===== src/rtl/refresh_sched_pkg.sv =====
// Package: shared types and the rate-to-burst mapping for the refresh scheduler.
// Assumes the rate field is two bits wide and that the largest burst is four rows.
package refresh_sched_pkg;

    localparam int BURST_W = 3;

    typedef enum logic [1:0] {
        RATE_OFF  = 2'b00,
        RATE_ONE  = 2'b01,
        RATE_TWO  = 2'b10,
        RATE_FOUR = 2'b11
    } rate_e;

    // Number of row refreshes queued per reference tick for a rate code.
    function automatic logic [BURST_W-1:0] burst_of(input rate_e rate);
        case (rate)
            RATE_ONE:  burst_of = BURST_W'(1);
            RATE_TWO:  burst_of = BURST_W'(2);
            RATE_FOUR: burst_of = BURST_W'(4);
            default:   burst_of = '0;
        endcase
    endfunction

endpackage


===== src/rtl/ref_tick_sync.sv =====
// Module: ref_tick_sync
// Brings the slow asynchronous reference clock into the system clock domain
// through a chain of SYNC_STAGES flops. It then emits a one-cycle tick for each
// rising edge it sees. Assumes the reference period is many system clock cycles.
module ref_tick_sync #(
    parameter int SYNC_STAGES = 2
) (
    input  logic clk,
    input  logic rst_n,
    input  logic async_in,
    output logic tick_o
);

    logic [SYNC_STAGES-1:0] sync_q;
    logic                   prev_q;

    // Synchronizer chain: stage 0 samples the asynchronous input.
    always_ff @(posedge clk) begin
        if (!rst_n) sync_q <= '0;
        else        sync_q <= {sync_q[SYNC_STAGES-2:0], async_in};
    end

    // Delayed copy of the synchronized level, used for edge detection.
    always_ff @(posedge clk) begin
        if (!rst_n) prev_q <= 1'b0;
        else        prev_q <= sync_q[SYNC_STAGES-1];
    end

    // Rising edge of the synchronized reference gives the tick.
    always_comb tick_o = sync_q[SYNC_STAGES-1] & ~prev_q;

    // A tick never lasts longer than one cycle.
    assert_tick_single_R10: assert property (@(posedge clk) disable iff (!rst_n)
        tick_o |=> !tick_o);

endmodule


===== src/rtl/burst_size_decode.sv =====
// Module: burst_size_decode
// Maps the rate field to the number of rows queued per tick.
// Assumes the field is sampled by the consumer only on a tick.
module burst_size_decode
    import refresh_sched_pkg::*;
(
    input  logic [1:0]         rate_i,
    output logic [BURST_W-1:0] burst_o
);

    // Pure decode from rate code to burst size.
    always_comb burst_o = burst_of(rate_e'(rate_i));

endmodule


===== src/rtl/pending_refresh_counter.sv =====
// Module: pending_refresh_counter
// Holds the number of refreshes still owed. It adds a burst on each tick and
// removes one for each accepted acknowledge, and saturates at 2**CNT_W-1.
// Assumes burst values fit in BURST_W bits and that CNT_W >= BURST_W.
module pending_refresh_counter
    import refresh_sched_pkg::*;
#(
    parameter int CNT_W = 4
) (
    input  logic               clk,
    input  logic               rst_n,
    input  logic               tick_i,
    input  logic [BURST_W-1:0] burst_i,
    input  logic               ack_i,
    output logic               req_o
);

    localparam int          SUM_W   = CNT_W + 2;
    localparam logic [SUM_W-1:0] SAT_VAL = SUM_W'((1 << CNT_W) - 1);

    logic [CNT_W-1:0] count_q;
    logic [SUM_W-1:0] next_w;
    logic             dec_w;

    // An acknowledge counts only while a request is being shown.
    always_comb dec_w = ack_i & req_o;

    // Next count: add burst on tick, subtract accepted ack, clamp at saturation.
    always_comb begin
        next_w = SUM_W'(count_q);
        if (tick_i) next_w = next_w + SUM_W'(burst_i);
        if (dec_w)  next_w = next_w - SUM_W'(1);
        if (next_w > SAT_VAL) next_w = SAT_VAL;
    end

    // Pending count register with synchronous reset.
    always_ff @(posedge clk) begin
        if (!rst_n) count_q <= '0;
        else        count_q <= next_w[CNT_W-1:0];
    end

    // Request is shown whenever something is owed.
    always_comb req_o = (count_q != '0);

    // Accepted ack without tick removes exactly one refresh.
    assert_ack_dec_R6: assert property (@(posedge clk) disable iff (!rst_n)
        (!tick_i && ack_i && req_o) |=> (count_q == $past(count_q) - CNT_W'(1)));

    // Without tick or ack the count holds.
    assert_idle_hold_R6: assert property (@(posedge clk) disable iff (!rst_n)
        (!tick_i && !ack_i) |=> $stable(count_q));

    // Tick plus accepted ack nets burst minus one when below saturation.
    assert_tick_ack_net_R7: assert property (@(posedge clk) disable iff (!rst_n)
        (tick_i && ack_i && req_o &&
         (SUM_W'(count_q) + SUM_W'(burst_i) <= SAT_VAL + SUM_W'(1)))
        |=> (SUM_W'(count_q) == SUM_W'($past(count_q)) + SUM_W'($past(burst_i)) - SUM_W'(1)));

    // A tick that would overflow leaves the count at saturation.
    assert_no_overflow_R8: assert property (@(posedge clk) disable iff (!rst_n)
        (tick_i && !ack_i && (SUM_W'(count_q) + SUM_W'(burst_i) >= SAT_VAL))
        |=> (SUM_W'(count_q) == SAT_VAL));

endmodule


===== src/rtl/refresh_burst_scheduler.sv =====
// Module: refresh_burst_scheduler (top)
// Generates SDRAM auto-refresh requests in bursts paced by a 32 kHz reference
// clock. Assumes rate_sel is quasi-static and that the sequencer acknowledges
// one refresh per accepted handshake.
module refresh_burst_scheduler
    import refresh_sched_pkg::*;
#(
    parameter int SYNC_STAGES = 2,
    parameter int CNT_W       = 4
) (
    input  logic       clk,
    input  logic       rst_n,
    input  logic       ref_clk_32k,
    input  logic [1:0] rate_sel,
    input  logic       refresh_ack,
    output logic       refresh_req
);

    logic               tick_w;
    logic [BURST_W-1:0] burst_w;

    ref_tick_sync #(.SYNC_STAGES(SYNC_STAGES)) u_sync (
        .clk      (clk),
        .rst_n    (rst_n),
        .async_in (ref_clk_32k),
        .tick_o   (tick_w)
    );

    burst_size_decode u_dec (
        .rate_i  (rate_sel),
        .burst_o (burst_w)
    );

    pending_refresh_counter #(.CNT_W(CNT_W)) u_cnt (
        .clk     (clk),
        .rst_n   (rst_n),
        .tick_i  (tick_w),
        .burst_i (burst_w),
        .ack_i   (refresh_ack),
        .req_o   (refresh_req)
    );

    // Reset drops the request at the next edge.
    assert_reset_clear_R11: assert property (@(posedge clk)
        !rst_n |=> !refresh_req);

    // A tick with refresh off and no ack leaves the request unchanged.
    assert_off_no_req_R2: assert property (@(posedge clk) disable iff (!rst_n)
        (tick_w && rate_sel == 2'b00 && !refresh_ack) |=> $stable(refresh_req));

endmodule


===== config.mk =====
export PLATFORM = sky130hd
export DESIGN_NAME = refresh_burst_scheduler
export DESIGN_NICKNAME = d
export VERILOG_FILES = /design/src/rtl/refresh_sched_pkg.sv /design/src/rtl/ref_tick_sync.sv /design/src/rtl/burst_size_decode.sv /design/src/rtl/pending_refresh_counter.sv /design/src/rtl/refresh_burst_scheduler.sv
export SDC_FILE = /design/constraint.sdc
export NUM_CORES = 1
export LEC_CHECK = 0
export ABC_AREA = 1
export BUFFER_PORTS_ARGS = -buffer_cell sky130_fd_sc_hd__buf_2
export CAP_MARGIN = 40
export CORE_AREA = 2 2 45 47
export DETAILED_ROUTE_END_ITERATION = 10
export DIE_AREA = 0 0 47 49
export PLACE_DENSITY = 0.53
export SYNTH_ARGS = -nofsm -noshare
export SYNTH_HDL_FRONTEND = slang
export SYNTH_SLANG_ARGS = --single-unit

===== constraint.sdc =====
create_clock -name clk -period 2.69 [get_ports clk]
set_input_delay 0.4035 -clock clk [delete_from_list [all_inputs] [get_ports clk]]
set_output_delay 0.4035 -clock clk [all_outputs]
set_load 0.02 [all_outputs]

==> impl_metrics.tcl <==
set metrics [dict create \
    cts_resized 0 \
    gp_routability_congestion 0.7331 \
    synth-seq-area-share_pct 23.63 \
    layout-drive-gt1-share_pct 20.00 \
    max_freq_mhz 476.9 \
    dieArea_sq_um 2303 \
    start_util_pct 32.20 \
    endpoint_kind "flop" \
    synthAdderAreaFrac_pct 11.81 \
    synth_compound_area_share_pct 2.110 \
    netlist_area_sq_um 593.1 \
    grt_pass1_vias 510 \
    num_rows 16 \
    tightestPinTransition_ps 401.7 \
    yosys_warnings 0 \
    grt_max_degree 8 \
    drv_slew 0 \
    die_x_um 47 \
    cp_slowest_cell "fa_1" \
    synth_area_leaders "dfxtp_1 24%, nand2_1 16%, inv_1 13%, ha_1 8.4%, nand3_1 8.4%" \
    cts_sinks 7 \
    power_density_nw_per_um2 892.1 \
    post_drt_wl_per_cell_um 8.477 \
    syn_inst 95 \
    vias_per_cell 4.083 \
    fin_cells 132 \
    synth_top_family_by_area "simple AND/OR/NAND/NOR gates" \
    via_count 539 \
    path_max_fanout 4 \
    yosys.cell_types.count 17 \
    fin_crit_sh_pct 77.95 \
    crit_path_start_kind "flop" \
    finalSetupTns_ps 0 \
    die_y_um 49 \
    cts_buffer_depth 2 \
    synth-simple-area-share_pct 44.94 \
    numCtsBuffers 3 \
    num-fill-cells 213 \
    status "complete, no violations" \
    multi_input_area_sq_um 366.6 \
    core_area_sq_um 1842 \
    postLayoutCellArea_sq_um 683.2 \
    intPower_uw 326.3 \
    layout_min_cycle_time_ps 2097 \
    fin_skew_ps 0.2427 \
    dp_hpwl_um 926.3 \
    drtIter0Drc 7 \
    clk_latency_ps 250 \
    drt-pass1-iter-count 4 \
    power.switching_uw 283.1 \
    seqCellArea_sq_um 140.1 \
    final_hold_viol_count 0 \
    synth_xor_area_share_pct 2.954 \
    arrival_ps 2250 \
    grtUsageTotal_pct 12.14 \
    finalSetupViolations 0 \
    crit_type "flop to flop" \
    antenna_cells 0 \
    required_ps 2840 \
    switching_share_pct 46.46 \
    antenna_found_initial 0 \
    antenna_left 0 \
    slew_headroom_pct 73.06 \
    detail_route.wirelength_um 1119 \
    avgSynthCellArea_sq_um 6.243 \
    synth_top_area_share_pct 23.63 \
    path_cells "ha_1 -> fa_1 -> nand3b_1 -> nand2_2 -> ha_1 -> nand2_1 -> nor2_1 -> nand3_1 -> nand2_2 -> nand3_1 -> nand2_1 -> inv_1" \
    p_comb_share_pct 58.5 \
    max_stage_delay_ps 440 \
    ir_drop_mv 0.5023 \
    overflow 0 \
    p_seq_share_pct 26.3 \
    clk_transition_reported_paths_ps 50 \
    cts-hold-fix-buffers 0 \
    rsz0062_at_grt "no" \
    synth_fp_nets 106 \
    fin_nets 117 \
    p_leak_uw 0.0004045 \
    cts_setup_buffers 0 \
    cts_tree "yes" \
    placed_cell_area_sq_um 656.9 \
    area_delta_synth_final_pct 15.19 \
    hold_class "primary input to flop" \
    ys_ff_latch 7 \
    cts_root_buf "clkbuf_4" \
    io_buffers 6 \
    p_clk_share_pct 15.2 \
    muxShareOfSynthArea_pct 0 \
    max_cap_viol_count 0 \
    drcViolationCount 0 \
    dp_cells 128 \
    synth_area_leader_cell "dfxtp_1" \
    grt_pass1_wl_um 2049 \
    io_pins 7 \
    htreeDepth 1 \
]
routing by layer:
layer	track usage, %	routed length (um)	part of all wire (%)	vias to the layer above
li1	-	-	-	304
met2	20.09	555	50	6
met4	6.944	30	2.7	0
met1	14.51	518	46	226
met5	0	0	0	-
met3	1.111	15	1.3	3
logic make-up after synthesis:
group           count (synthesis)
buf+inv                        23
fa+ha+maj                       5
flops                           7
compound gates                  2
xor+xnor                        2
simple gates                   56
per-stage QoR:
step / util [%] / hold WS [ps] / total power, uW / setup WS (ps)
2_1_floorplan: - / 390.0 / 436.7 / 639.9
3_3_place_gp: 35.67 / 409.1 / 515.3 / 378.1
3_5_place_dp: 35.67 / 413.1 / 518.3 / 350.0
4_1_cts: 37.09 / 321.4 / 618.1 / 596.6
5_1_grt: 37.09 / 347.5 / 676.9 / 416.9
6_report: 37.09 / 332.2 / 609.5 / 593.2
registers in the layout, summed over array words and instances (netlist names):
register,cells
u_cnt.count_q,4
u_sync.prev_q,1
u_sync.sync_q,2
area by class of cell:
type | count | area share (%)
Sequential cell | 7 | 20.51
Multi-Input combinational cell | 65 | 53.66
Clock buffer | 4 | 3.846
Timing Repair Buffer | 6 | 4.396
Inverter | 23 | 12.64
Tap cell | 27 | 4.945
power by group through the flow:
stage	combinational (uW)	sequential, uW	clock (uW)
floorplan	284	153	0
global placement	352	163	0
detailed placement	356	162	0
CTS	359	160	98.7
global route	408	165	104
finish	356	160	92.8
Yosys cell counts:
library cell	n
nand2_1	26
dfxtp_1	7
nand3_1	10
o21ai_0	1
nand3_2	2
inv_2	2
nand4_1	1
xnor2_1	1
nand3b_1	1
nor2_1	8
nor2_4	1
nand2_2	7
fa_1	1
xor2_1	1
inv_1	21
a211oi_1	1
ha_1	4
layout by cell type, fill, tap and decap left out:
master and instances:
a211oi_1 1, xor2_1 1, nor2_1 8, inv_1 21, nand3b_1 1, dfxtp_1 7
inv_2 2, nand2_1 26, fa_1 1, nand2_2 7, nor2_4 1, o21ai_0 1
nand3_1 10, ha_1 4, nand4_1 1, xnor2_1 1, clkbuf_1 1, clkbuf_4 3
buf_2 6, nand3_2 2
critical path: cells and delay by family, from the launching register on:
kind	cells	cell delay [ps]
DFF	1	330
buffers and inverters	1	30
and+or+nand+nor	8	790
adders and majority gates	3	840
final timing paths:
kind	to	slack, ps	depth (start not counted)	from
min reg2reg	u_sync.sync_q[1]	430	2	u_sync.sync_q[0]
min	u_sync.sync_q[0]	330	3	ref_clk_32k
max reg2reg	u_cnt.count_q[2]	590	12	u_cnt.count_q[0]
max	u_cnt.count_q[2]	590	12	u_cnt.count_q[0]
(Power assumes the default switching activity.)
